==> src/rtl/ptlb_pkg.sv <==
`timescale 1ns/1ps
package ptlb_pkg;
  localparam int VA_W     = 32;
  localparam int PA_W     = VA_W;
  localparam int PG_SHIFT = 12;
  localparam int VPN2_W   = VA_W - PG_SHIFT - 1;
  localparam int PFN_W    = PA_W - PG_SHIFT;
  localparam int ASID_W   = 8;
  localparam int SZ_W     = 3;
  localparam int SZ_MAX   = 6;

  localparam logic [1:0] ATTR_UC = 2'd0;
  localparam logic [1:0] ATTR_WB = 2'd1;
  localparam logic [1:0] ATTR_WT = 2'd2;

  typedef struct packed {
    logic [VPN2_W-1:0] vpn2;
    logic [ASID_W-1:0] asid;
    logic              g;
    logic [SZ_W-1:0]   sz;
    logic [PFN_W-1:0]  pfn0;
    logic [1:0]        attr0;
    logic              v0;
    logic [PFN_W-1:0]  pfn1;
    logic [1:0]        attr1;
    logic              v1;
  } ent_t;

  function automatic logic [SZ_W-1:0] clamp_sz(logic [SZ_W-1:0] s);
    return (s > SZ_W'(SZ_MAX)) ? SZ_W'(SZ_MAX) : s;
  endfunction

  function automatic logic [1:0] fix_attr(logic [1:0] a);
    return (a == 2'd3) ? ATTR_UC : a;
  endfunction

  // page-pair number bits excluded from the compare
  function automatic logic [VPN2_W-1:0] vpn_mask(logic [SZ_W-1:0] s);
    logic [VPN2_W-1:0] m;
    m = '0;
    for (int i = 0; i < SZ_MAX; i++)
      if (SZ_W'(i) < s) m[2*i +: 2] = 2'b11;
    return m;
  endfunction

  function automatic logic [VA_W-1:0] off_mask(logic [SZ_W-1:0] s);
    return (VA_W'(1) << (PG_SHIFT + 2*int'(s))) - VA_W'(1);
  endfunction
endpackage

==> src/rtl/ptlb_entry.sv <==
`timescale 1ns/1ps
module ptlb_entry
  import ptlb_pkg::*;
(
  input  logic              clk_i,
  input  logic              rst_ni,
  input  logic              we_i,
  input  ent_t              wdata_i,
  input  logic [VA_W-1:0]   lk_va_i,
  input  logic [ASID_W-1:0] lk_asid_i,
  input  logic [VPN2_W-1:0] pr_vpn2_i,
  input  logic [ASID_W-1:0] pr_asid_i,
  output logic              lk_tag_o,
  output logic              lk_hit_o,
  output logic [PA_W-1:0]   lk_pa_o,
  output logic [1:0]        lk_attr_o,
  output logic              pr_tag_o
);
  ent_t q;

  always_ff @(posedge clk_i or negedge rst_ni) begin
    if (!rst_ni) q <= '0;
    else if (we_i) q <= wdata_i;
  end

  logic [VPN2_W-1:0] vm;
  logic [VA_W-1:0]   om;
  logic              odd;
  logic [PFN_W-1:0]  pfn_sel;

  always_comb begin
    vm  = vpn_mask(q.sz);
    om  = off_mask(q.sz);
    odd = lk_va_i[PG_SHIFT + 2*int'(q.sz)];
    lk_tag_o = (((q.vpn2 ^ lk_va_i[VA_W-1 -: VPN2_W]) & ~vm) == '0)
               && (q.g || (q.asid == lk_asid_i));
    pr_tag_o = (((q.vpn2 ^ pr_vpn2_i) & ~vm) == '0)
               && (q.g || (q.asid == pr_asid_i));
    pfn_sel   = odd ? q.pfn1 : q.pfn0;
    lk_attr_o = odd ? q.attr1 : q.attr0;
    lk_hit_o  = lk_tag_o && (odd ? q.v1 : q.v0);
    lk_pa_o   = ({pfn_sel, {PG_SHIFT{1'b0}}} & ~om) | (lk_va_i & om);
  end
endmodule

==> src/rtl/ptlb_rand.sv <==
`timescale 1ns/1ps
module ptlb_rand #(
  parameter int N_ENTRIES = 16,
  localparam int IDX_W = $clog2(N_ENTRIES)
) (
  input  logic             clk_i,
  input  logic             rst_ni,
  input  logic             wired_we_i,
  input  logic [IDX_W-1:0] wired_i,
  output logic [IDX_W-1:0] wired_o,
  output logic [IDX_W-1:0] rnd_o
);
  localparam logic [IDX_W-1:0] LAST = IDX_W'(N_ENTRIES-1);

  always_ff @(posedge clk_i or negedge rst_ni) begin
    if (!rst_ni) begin
      wired_o <= '0;
      rnd_o   <= LAST;
    end else if (wired_we_i) begin
      wired_o <= wired_i;
      rnd_o   <= LAST;
    end else begin
      rnd_o <= (rnd_o <= wired_o) ? LAST : rnd_o - 1'b1;
    end
  end
endmodule

==> src/rtl/ptlb_enc.sv <==
`timescale 1ns/1ps
module ptlb_enc #(
  parameter int N = 16,
  localparam int IDX_W = $clog2(N)
) (
  input  logic [N-1:0]     vec_i,
  output logic [IDX_W-1:0] idx_o,
  output logic             any_o,
  output logic             multi_o
);
  logic [IDX_W:0] cnt;

  always_comb begin
    idx_o = '0;
    cnt   = '0;
    for (int i = N-1; i >= 0; i--)
      if (vec_i[i]) idx_o = IDX_W'(i);
    for (int i = 0; i < N; i++)
      cnt = cnt + (IDX_W+1)'(vec_i[i]);
    any_o   = |vec_i;
    multi_o = cnt > (IDX_W+1)'(1);
  end
endmodule

==> src/rtl/pair_tlb.sv <==
`timescale 1ns/1ps
module pair_tlb
  import ptlb_pkg::*;
#(
  parameter int N_ENTRIES = 16,
  localparam int IDX_W = $clog2(N_ENTRIES)
) (
  input  logic              clk_i,
  input  logic              rst_ni,
  input  logic [VA_W-1:0]   lk_va_i,
  input  logic [ASID_W-1:0] lk_asid_i,
  input  logic              lk_user_i,
  output logic [PA_W-1:0]   lk_pa_o,
  output logic [1:0]        lk_attr_o,
  output logic              lk_hit_o,
  output logic              lk_addr_err_o,
  input  logic              pgsize_we_i,
  input  logic [SZ_W-1:0]   pgsize_i,
  input  logic              wr_en_i,
  input  logic              wr_rand_i,
  input  logic [IDX_W-1:0]  wr_idx_i,
  input  logic [VPN2_W-1:0] wr_vpn2_i,
  input  logic [ASID_W-1:0] wr_asid_i,
  input  logic              wr_g_i,
  input  logic [PFN_W-1:0]  wr_pfn0_i,
  input  logic [1:0]        wr_attr0_i,
  input  logic              wr_v0_i,
  input  logic [PFN_W-1:0]  wr_pfn1_i,
  input  logic [1:0]        wr_attr1_i,
  input  logic              wr_v1_i,
  input  logic              wired_we_i,
  input  logic [IDX_W-1:0]  wired_i,
  output logic [IDX_W-1:0]  rand_idx_o,
  input  logic [VPN2_W-1:0] pr_vpn2_i,
  input  logic [ASID_W-1:0] pr_asid_i,
  output logic [31:0]       pr_result_o,
  output logic              multi_hit_o
);
  logic [SZ_W-1:0]  pgsize_q;
  logic [IDX_W-1:0] wired_q;
  logic [IDX_W-1:0] wr_tgt;
  ent_t             wdata;

  always_ff @(posedge clk_i or negedge rst_ni) begin
    if (!rst_ni) pgsize_q <= '0;
    else if (pgsize_we_i) pgsize_q <= clamp_sz(pgsize_i);
  end

  ptlb_rand #(.N_ENTRIES(N_ENTRIES)) u_rand (
    .clk_i(clk_i), .rst_ni(rst_ni),
    .wired_we_i(wired_we_i), .wired_i(wired_i),
    .wired_o(wired_q), .rnd_o(rand_idx_o)
  );

  always_comb begin
    wr_tgt      = wr_rand_i ? rand_idx_o : wr_idx_i;
    wdata.vpn2  = wr_vpn2_i;
    wdata.asid  = wr_asid_i;
    wdata.g     = wr_g_i;
    wdata.sz    = pgsize_q;
    wdata.pfn0  = wr_pfn0_i;
    wdata.attr0 = fix_attr(wr_attr0_i);
    wdata.v0    = wr_v0_i;
    wdata.pfn1  = wr_pfn1_i;
    wdata.attr1 = fix_attr(wr_attr1_i);
    wdata.v1    = wr_v1_i;
  end

  logic [N_ENTRIES-1:0] lk_tag_v, lk_hit_v, pr_tag_v;
  logic [PA_W-1:0]      pa_a   [N_ENTRIES];
  logic [1:0]           attr_a [N_ENTRIES];

  for (genvar i = 0; i < N_ENTRIES; i++) begin : g_ent
    ptlb_entry u_ent (
      .clk_i(clk_i), .rst_ni(rst_ni),
      .we_i(wr_en_i && (wr_tgt == IDX_W'(i))),
      .wdata_i(wdata),
      .lk_va_i(lk_va_i), .lk_asid_i(lk_asid_i),
      .pr_vpn2_i(pr_vpn2_i), .pr_asid_i(pr_asid_i),
      .lk_tag_o(lk_tag_v[i]), .lk_hit_o(lk_hit_v[i]),
      .lk_pa_o(pa_a[i]), .lk_attr_o(attr_a[i]),
      .pr_tag_o(pr_tag_v[i])
    );
  end

  logic [IDX_W-1:0] lk_idx, pr_idx, tag_idx_unused;
  logic             lk_any, pr_any, lk_multi, pr_multi, hit_multi_unused, tag_any_unused;

  ptlb_enc #(.N(N_ENTRIES)) u_enc_hit (
    .vec_i(lk_hit_v), .idx_o(lk_idx), .any_o(lk_any), .multi_o(hit_multi_unused)
  );
  ptlb_enc #(.N(N_ENTRIES)) u_enc_tag (
    .vec_i(lk_tag_v), .idx_o(tag_idx_unused), .any_o(tag_any_unused), .multi_o(lk_multi)
  );
  ptlb_enc #(.N(N_ENTRIES)) u_enc_pr (
    .vec_i(pr_tag_v), .idx_o(pr_idx), .any_o(pr_any), .multi_o(pr_multi)
  );

  always_comb begin
    lk_addr_err_o = lk_user_i && lk_va_i[VA_W-1];
    lk_hit_o      = lk_any && !lk_addr_err_o;
    lk_pa_o       = lk_hit_o ? pa_a[lk_idx]   : '0;
    lk_attr_o     = lk_hit_o ? attr_a[lk_idx] : ATTR_UC;
    pr_result_o   = pr_any ? {{(32-IDX_W){1'b0}}, pr_idx} : {1'b1, 31'b0};
    multi_hit_o   = lk_multi || pr_multi;
  end
endmodule

==> config.mk <==
export PLATFORM = sky130hd
export DESIGN_NAME = pair_tlb
export DESIGN_NICKNAME = d
export VERILOG_FILES = /design/src/rtl/ptlb_pkg.sv /design/src/rtl/ptlb_entry.sv /design/src/rtl/ptlb_rand.sv /design/src/rtl/ptlb_enc.sv /design/src/rtl/pair_tlb.sv
export SDC_FILE = /design/constraint.sdc
export NUM_CORES = 2
export LEC_CHECK = 0
export BUFFER_PORTS_ARGS = -buffer_cell sky130_fd_sc_hd__buf_2
export CELL_PAD_IN_SITES_DETAIL_PLACEMENT = 1
export CELL_PAD_IN_SITES_GLOBAL_PLACEMENT = 2
export CORE_ASPECT_RATIO = 1.25
export CORE_UTILIZATION = 43
export CTS_BUF_LIST = sky130_fd_sc_hd__clkbuf_4
export DETAILED_ROUTE_END_ITERATION = 10
export GPL_ROUTABILITY_DRIVEN = 1
export PLACE_DENSITY = 0.86
export SLEW_MARGIN = 20
export SYNTH_ARGS = -nofsm -noshare
export SYNTH_HDL_FRONTEND = slang
export SYNTH_SLANG_ARGS = --single-unit
export TNS_END_PERCENT = 20
==> constraint.sdc <==
create_clock -name clk_i -period 12 [get_ports clk_i]
set_input_delay 2.4 -clock clk_i [delete_from_list [all_inputs] [get_ports clk_i]]
set_output_delay 2.4 -clock clk_i [all_outputs]
set_load 0.1 [all_outputs]
==> flow_metrics.tcl <==
set metrics [dict create \
    crit_arrival_ns 9.16 \
    area_growth_pct 10.9 \
    detail_route.vias_per_cell 6.35 \
    cts_tree "built" \
    path_delay_family "compound AO/OA/AOI/OAI gates" \
    worst_path_max_delay_cell "a2111oi_0" \
    fillers 20100 \
    worst_slack_ns 0.441 \
    grt_pass1_vias 70600 \
    p_leak_nw 39.6 \
    cap_violations 0 \
    die_area_um2 185000 \
    min_path_type "reg -> reg" \
    final.min_clock_period_ns 11.56 \
    tns_ns 0 \
    clk_pin_slew_worst_paths_ns 0.06 \
    hold_slack_ns 0.475 \
    syn_inst 7682 \
    syn-cell-area_um2 78700 \
    worst_ir_drop_vdd_uv 141 \
    hold_end "g_ent[15].u_ent.q[26]" \
    wl_um 355000 \
    vias 66700 \
    cts_setup_buffers 0 \
    async_flop_share_pct 100 \
    gp_congestion 0.997 \
    overflow 0 \
    rsz0062_at_grt "false" \
    regToRegStartpoint "u_rand.rnd_o[1]" \
    ys_types 94 \
    reg2reg_to "g_ent[6].u_ent.q[12]" \
    first_pass_iters 6 \
    cts-htree-levels 5 \
    cts-root-buf "clkbuf_4" \
    port_buffers 204 \
    startpoint_type "input port" \
    post_drt_wl_per_cell_um 33.8 \
    io_pins 232 \
    rr_worst_depth 5 \
    drtAntennaViolNets 0 \
    grt_pass1_wl_um 507000 \
    setup_viol 0 \
    maxSlewHeadroom_pct 7.22 \
    pre_cts_slack_ns 0.827 \
    place_inst 9900 \
    ys_seq_area_share_pct 39.5 \
    clockBufferDepth 4 \
    min_path_cells 2 \
    power.density_nw_per_um2 211 \
    slowest_delay_ns 0.97 \
    reg2reg_slack_ns 8.71 \
    final_nets 8188 \
    avgSynthCellArea_um2 10.2 \
    rows 175 \
    final_util_pct 48.0 \
    cts_sinks 1243 \
    synth_edf_count 0 \
    worstSetupPathType "in -> out" \
    drt_iter0_drc 5852 \
    die_h_um 480 \
    grt_max_degree 184 \
    cts_resized 0 \
    drive_gt1_share_pct 29.0 \
    fin_cells 10500 \
    crit_fanout 46 \
    hold_violations 0 \
    synth_top_flop_cell "dfrtp_1" \
    holdCritStartpoint "g_ent[15].u_ent.q[26]" \
    dp_hpwl_um 253000 \
    route.detailed.drc 0 \
    path_cells "buf_2 > buf_4 > xnor2_1 > nand2_1 > a2111oi_0 > nand4_1 > o2bb2ai_1 > nor3b_1 > o41a_1 > o21a_4 > buf_4 > mux2i_1 > nor2_1 > a21oi_1 > a21boi_0 > o2111a_1 > buf_2" \
    max_freq_ghz 0.0865 \
    drv_slew 0 \
    insertion_delay_ns 1.47 \
    antenna_found_initial 28 \
    period_share_pct 96.3 \
    initial_core_util_pct 43.3 \
    fin_skew_ns 0.106 \
    ys_ff_latch 1243 \
    crit_buf_inv 4 \
    end_kind "primary output" \
    worstMarginPinSlew_ns 1.35 \
    die-width_um 385 \
    core_um2 182000 \
    status "complete, no violations" \
    critical_path_required_ns 9.60 \
    cts_buffers 355 \
    ctsHoldBuffers 0 \
    ys_warn_count 0 \
    track_usage_pct 38.2 \
]
[power breakdown]
part	switching, W	internal [W]
Clock	0.00195	0.00197
Sequential	0.000879	0.00523
Combinational	0.00518	0.00318
[per-layer routing]
metal / vias to the layer above / routed length [um] / global-route usage [%]
met3: 1276 / 26700 / 7.78
met1: 34400 / 131000 / 44.4
met2: 3368 / 164000 / 61.1
li1: 27600 / - / -
met5: - / 111 / 0
met4: 20 / 33200 / 30.5
[final cells by class]
cell class	instances	area (um2)	share of cell area [%]
diodes	20	50.0	0.0574
clock buffers	498	3740	4.29
well taps	2389	2990	3.43
repair buffers	499	3870	4.44
multi-input cells	5646	44600	51.1
flip-flops and latches	1243	31100	35.7
clock inverters	73	402	0.460
inverters	126	473	0.542
[per-stage QoR]
stage	cell area [um2]	power (W)
after floorplan	78800	0.0111
after global placement	83000	0.0139
after detailed placement	83000	0.0143
after CTS	87100	0.0182
after global routing	87200	0.0191
final	87200	0.0184
[synth_stat cells, drive strengths merged, types with 11 or more instances]
master	count	share of area [%]
dfrtp	1239	39
mux2	1207	17
nand2	711	3.4
clkbuf	486	2.3
xnor2	479	5.3
xor2	462	5.1
mux2i	351	4.5
o21ai	331	2.1
a21oi	313	2.0
nor2	279	1.3
buf	207	1.4
nor3	180	1.1
nand3	170	1.1
ha	138	2.2
inv	116	0.55
nor4	100	0.80
o211ai	92	0.88
nand4	75	0.60
a31oi	52	0.41
mux4	52	1.5
o31ai	43	0.41
a22oi	38	0.36
and3	37	0.29
nand2b	36	0.29
nor2b	33	0.26
or3	32	0.25
a211oi	29	0.28
o22ai	26	0.21
a2111oi	23	0.26
fa	20	0.51
a21boi	19	0.18
nand3b	19	0.18
o2111ai	19	0.21
a21o	18	0.17
a41o	16	0.20
nor3b	14	0.13
a311oi	13	0.14
and2	13	0.10
o221ai	13	0.14
o311ai	13	0.14
o31a	12	0.13
or2	11	0.087
[tightest hold or removal path, delay by kind of cell, from the launching register on]
| kind | cells | cell delay, ns |
|---|---|---|
| flip-flops | 1 | 0.34 |
| AND/OR/NAND/NOR | 2 | 0.10 |
[registers in the layout, summed over array words and instances, names as in the netlist]
register	flops
u_rand.wired_o	4
u_rand.rnd_o	4
g_ent.u_ent.q	1232
pgsize_q	3
[worst max path at each step]
stage               slack (ns)          end                  start  depth (start not counted)
finish                    0.44   lk_pa_o[9]            lk_va_i[17]                         17
detailed placement        0.83   lk_pa_o[9]            lk_va_i[17]                         17
global placement          0.61  multi_hit_o          pr_vpn2_i[17]                         18
global route              0.31  multi_hit_o  g_ent[10].u_ent.q[47]                         20
CTS                       0.69  multi_hit_o  g_ent[10].u_ent.q[47]                         20
floorplan                 0.78  multi_hit_o          pr_vpn2_i[17]                         19
[cell usage in the layout, fill, tap and decap left out, types with 36 or more instances in the layout]
cell type,Yosys,routed
nor2_1,278,273
ha_1,138,138
clkbuf_4,0,498
buf_4,37,273
xor2_1,462,462
o21ai_0,315,315
dfrtp_1,1239,1239
o211ai_1,92,92
nand2_1,711,695
buf_12,0,42
nor4_1,100,99
a22oi_1,38,38
mux2_2,1205,1205
nand3_1,169,169
o31ai_1,43,43
nor3_1,180,178
inv_1,116,116
a21oi_1,313,310
and3_1,37,36
nand2b_1,36,36
buf_2,115,179
clkinv_1,10,65
mux2i_1,351,348
mux4_2,52,52
a31oi_1,52,52
xnor2_1,479,479
nand4_1,75,75
[cells by family after synthesis]
group           after synthesis  share of synthesized area (%)
mux                        1610                           23.2
buf+inv                     819                           4.32
fa+ha+maj                   158                           2.70
flops                      1243                           39.5
other cells                   1                        0.00477
compound gates             1182                           9.57
xor+xnor                    941                           10.5
simple gates               1728                           10.2
Note: power is estimated with default switching activity, not from simulation.
